==> config.mk <==
export PLATFORM = sky130hd
export DESIGN_NAME = cla16_adder
export DESIGN_NICKNAME = d
export VERILOG_FILES = /design/src/rtl/cla_pkg.sv /design/src/rtl/cla_lookahead.sv /design/src/rtl/cla_group.sv /design/src/rtl/cla16_adder.sv
export SDC_FILE = /design/constraint.sdc
export NUM_CORES = 1
export LEC_CHECK = 0
export ABC_AREA = 1
export ABC_CLOCK_PERIOD_IN_PS = 2000
export BUFFER_PORTS_ARGS = -buffer_cell sky130_fd_sc_hd__buf_2
export CORE_MARGIN = 3
export CORE_UTILIZATION = 50
export DETAILED_ROUTE_END_ITERATION = 8
export GPL_TIMING_DRIVEN = 0
export PLACE_DENSITY = 0.83
export SYNTH_ARGS = -nofsm -noshare
export SYNTH_HDL_FRONTEND = slang
export SYNTH_HIERARCHICAL = 1
export SYNTH_SLANG_ARGS = --single-unit
==> constraint.sdc <==
create_clock -name vclk -period 2
set_input_delay 0.3 -clock vclk [all_inputs]
set_output_delay 0.3 -clock vclk [all_outputs]
set_load 0.02 [all_outputs]
==> src/rtl/cla_pkg.sv <==
package cla_pkg;
  localparam int unsigned CLA_GROUP_W  = 4;
  localparam int unsigned CLA_N_GROUPS = 4;
  localparam int unsigned CLA_WIDTH    = CLA_GROUP_W * CLA_N_GROUPS;
endpackage

==> src/rtl/cla_lookahead.sv <==
module cla_lookahead #(
  parameter int unsigned N = 4
) (
  input  logic [N-1:0] gen_i,
  input  logic [N-1:0] prop_i,
  input  logic         cin_i,
  output logic [N:0]   carry_o,
  output logic         grp_prop_o,
  output logic         grp_gen_o
);
  // Flat sum-of-products carries: no carry depends on another carry.
  always_comb begin
    logic term;
    logic acc;
    carry_o[0] = cin_i;
    for (int k = 1; k <= N; k++) begin
      acc = 1'b0;
      for (int j = 0; j < k; j++) begin
        term = gen_i[j];
        for (int m = j + 1; m < k; m++) term = term & prop_i[m];
        acc = acc | term;
      end
      term = cin_i;
      for (int m = 0; m < k; m++) term = term & prop_i[m];
      carry_o[k] = acc | term;
    end
  end

  always_comb begin
    logic term;
    logic acc;
    acc = 1'b0;
    for (int j = 0; j < N; j++) begin
      term = gen_i[j];
      for (int m = j + 1; m < N; m++) term = term & prop_i[m];
      acc = acc | term;
    end
    grp_gen_o  = acc;
    grp_prop_o = &prop_i;
  end

  always_comb begin
    AST_GRP_CARRY: assert (carry_o[N] == (grp_gen_o | (grp_prop_o & cin_i)));
    AST_GEN_FORCES_CARRY: assert (!grp_gen_o || carry_o[N]);
  end
endmodule

==> src/rtl/cla_group.sv <==
module cla_group #(
  parameter int unsigned W = 4
) (
  input  logic [W-1:0] a_i,
  input  logic [W-1:0] b_i,
  input  logic         cin_i,
  output logic [W-1:0] sum_o,
  output logic         grp_prop_o,
  output logic         grp_gen_o
);
  logic [W-1:0] bit_gen;
  logic [W-1:0] bit_prop;
  logic [W:0]   carry;

  for (genvar i = 0; i < W; i++) begin : g_bit
    assign bit_gen[i]  = a_i[i] & b_i[i];
    assign bit_prop[i] = a_i[i] | b_i[i];
    assign sum_o[i]    = a_i[i] ^ b_i[i] ^ carry[i];
  end

  cla_lookahead #(.N(W)) u_la (
    .gen_i      (bit_gen),
    .prop_i     (bit_prop),
    .cin_i      (cin_i),
    .carry_o    (carry),
    .grp_prop_o (grp_prop_o),
    .grp_gen_o  (grp_gen_o)
  );

  always_comb begin
    AST_GROUP_SUM: assert ({carry[W], sum_o} == ({1'b0, a_i} + {1'b0, b_i} + {{W{1'b0}}, cin_i}));
  end
endmodule

==> src/rtl/cla16_adder.sv <==
module cla16_adder
  import cla_pkg::*;
(
  input  logic [CLA_WIDTH-1:0] a,
  input  logic [CLA_WIDTH-1:0] b,
  input  logic                 cin,
  output logic [CLA_WIDTH-1:0] sum,
  output logic                 cout,
  output logic                 blk_prop,
  output logic                 blk_gen
);
  logic [CLA_N_GROUPS-1:0] grp_prop;
  logic [CLA_N_GROUPS-1:0] grp_gen;
  logic [CLA_N_GROUPS:0]   grp_carry;

  for (genvar k = 0; k < CLA_N_GROUPS; k++) begin : g_grp
    cla_group #(.W(CLA_GROUP_W)) u_grp (
      .a_i        (a[k*CLA_GROUP_W +: CLA_GROUP_W]),
      .b_i        (b[k*CLA_GROUP_W +: CLA_GROUP_W]),
      .cin_i      (grp_carry[k]),
      .sum_o      (sum[k*CLA_GROUP_W +: CLA_GROUP_W]),
      .grp_prop_o (grp_prop[k]),
      .grp_gen_o  (grp_gen[k])
    );
  end

  cla_lookahead #(.N(CLA_N_GROUPS)) u_top_la (
    .gen_i      (grp_gen),
    .prop_i     (grp_prop),
    .cin_i      (cin),
    .carry_o    (grp_carry),
    .grp_prop_o (blk_prop),
    .grp_gen_o  (blk_gen)
  );

  assign cout = grp_carry[CLA_N_GROUPS];

  always_comb begin
    AST_FULL_SUM: assert ({cout, sum} == ({1'b0, a} + {1'b0, b} + {{CLA_WIDTH{1'b0}}, cin}));
    AST_BLK_PROP: assert (!blk_prop || ((a | b) == {CLA_WIDTH{1'b1}}));
    AST_BLK_GEN: assert (blk_gen == (({1'b0, a} + {1'b0, b}) > {1'b0, {CLA_WIDTH{1'b1}}}));
  end
endmodule

==> metrics.csv <==
metric;value;unit
status;finished, final reports clean;
max_slew.worst_pin.slew;0.204;ns
vias;1644;
fp.dieW;59.1;um
critPathMaxStageDelay;0.21;ns
final_core_util;0.839;
ctsHoldBuffers;0;
die_y;59.1;um
post-route-period-util;0.970;
drive_gt1_frac;0.460;
final_area;2150;um^2
post_dp_cell_area;1710;um^2
hp-class;in2out;
gp_congestion;0.802;
arrival;1.64;ns
wl_per_cell;9.58;um
synthesis.area;1410;um^2
seq_area;0;um^2
wirelength;3.41;mm
p_leak;1.41;nW
grt_max_degree;6;
numPortBuffers;52;
critPathLaunchType;input pin;
synth_cells;262;
worst-path-max-fanout;4;
cp_slowest_cell;ha_2;
initial_core_util;0.549;
syn_nets;327;
intPower;0.276;mW
drc_errors;0;
slew_violations;0;
path_delay_family;simple AND/OR/NAND/NOR gates;
first_iter_violations;28;
cp-endpoint;sum[13];
io_pins;52;
worst-path-buf-inv;3;
ant_nets;0;
max_clock_freq;0.515;GHz
setup-violations-final;0;
synth_warnings;6;
antenna_cells;0;
overflow;0;
maxCapViolations;0;
power_frac_clock;0;
power_density;290;nW/um^2
seq_cell_count;0;
final-hold-violation-count;0;
worstSetupPathDepth;15;
crit_path_start;a[4];
die_area;3490;um^2
cp-end-kind;output pin;
dp_hpwl;2.34;mm
finalNetCount;393;
vdd_drop_max;0.220;mV
placementRows;18;
clock_buffers;0;
avgSynthCellArea;5.38;um^2
antenna_found_initial;0;
switching_share;0.559;
core_area;2570;um^2
pwr-share-seq;0;
nFillCells;184;
drt_first_pass_iters;4;
power.switching;0.350;mW
finalCriticalPeriod;1.94;ns
area_growth;52.7;%
comb_power_share;1.000;
grt_pass1_vias;1339;
track_usage;0.157;
via_per_inst;4.62;
timing.slew.headroom;0.864;
power;0.625;mW
cp_cell_sequence;buf_2, ha_2, nand2_4, nand2_2, nand2_2, nand2_2, nand2_1, nand2_1, nor2_2, nand2_2, a21o_1, inv_1, nand2_1, nand2_1, buf_6;
grt_pass1_wl;4.74;mm
crit_required;1.70;ns
rsz0062_at_grt;true;
worstSetupPathType;in2out;
## power by group through the flow
stage	logic (mW)	clock network, mW	registers, mW
final	0.625	0	0
after global routing	0.700	0	0
after CTS	0.514	0	0
after detailed placement	0.489	0	0
after global placement	0.478	0	0
after floorplan	0.351	0	0
## through the flow
stage          setup TNS, ns  hold slack, ns  std cells  setup WS (ns)
6_report                   0            1.03        356         0.0599
5_1_grt               -0.444            1.04        356         -0.110
2_1_floorplan              0           0.736        262          0.206
4_1_cts             -0.00204            1.00        348       -0.00204
3_3_place_gp          -0.200            1.00        344        -0.0595
3_5_place_dp          -0.399            1.00        344         -0.111
## cell type report
cell class,instances,area (um^2),area share
Timing Repair Buffer,64,473,0.220
Inverter,90,360,0.167
Multi-Input combinational cell,167,1240,0.578
Buffer,5,37.5,0.0174
Tap cell,30,37.5,0.0174
## worst min path at each step
stage | to | cells past startpoint | slack, ns | start
global placement | cout | 4 | 1.00 | cin
CTS | cout | 4 | 1.00 | cin
detailed placement | cout | 4 | 1.00 | cin
global route | cout | 4 | 1.04 | cin
floorplan | cout | 2 | 0.74 | cin
finish | cout | 4 | 1.03 | cin
## tightest hold or removal path, cell delays in order
cell     delay (ns)
buf_2          0.14
nand2_2        0.08
nand3_2        0.04
buf_2          0.15
## cells in the final DEF (no fill, tap or decap)
cell type / n
nand2_1: 74
ha_4: 9
nand3_1: 11
ha_1: 17
nor2_2: 1
ha_2: 6
inv_2: 24
buf_4: 17
a21o_1: 5
nand3_2: 5
a21oi_2: 2
nand4_1: 5
buf_8: 1
nor2_4: 5
buf_2: 33
nand2_4: 6
inv_1: 57
nand2_2: 14
a21oi_1: 3
nor2_1: 4
inv_4: 9
buf_6: 18
## what timing repair did
item | CTS | global route
pin swaps | 4 | 32
resized for setup | 15 | 97
setup endpoints to repair | 7 | 12
gates cloned | 0 | 0
setup buffers | 4 | 8
## per-layer routing
layer	up-vias	global-route usage	wire length [um]
met2	38	0.308	1840
met1	724	0.199	1360
met4	0	0	47
met3	6	0.00654	169
met5	-	0	0
li1	876	-	-
(Power assumes the default switching activity.)
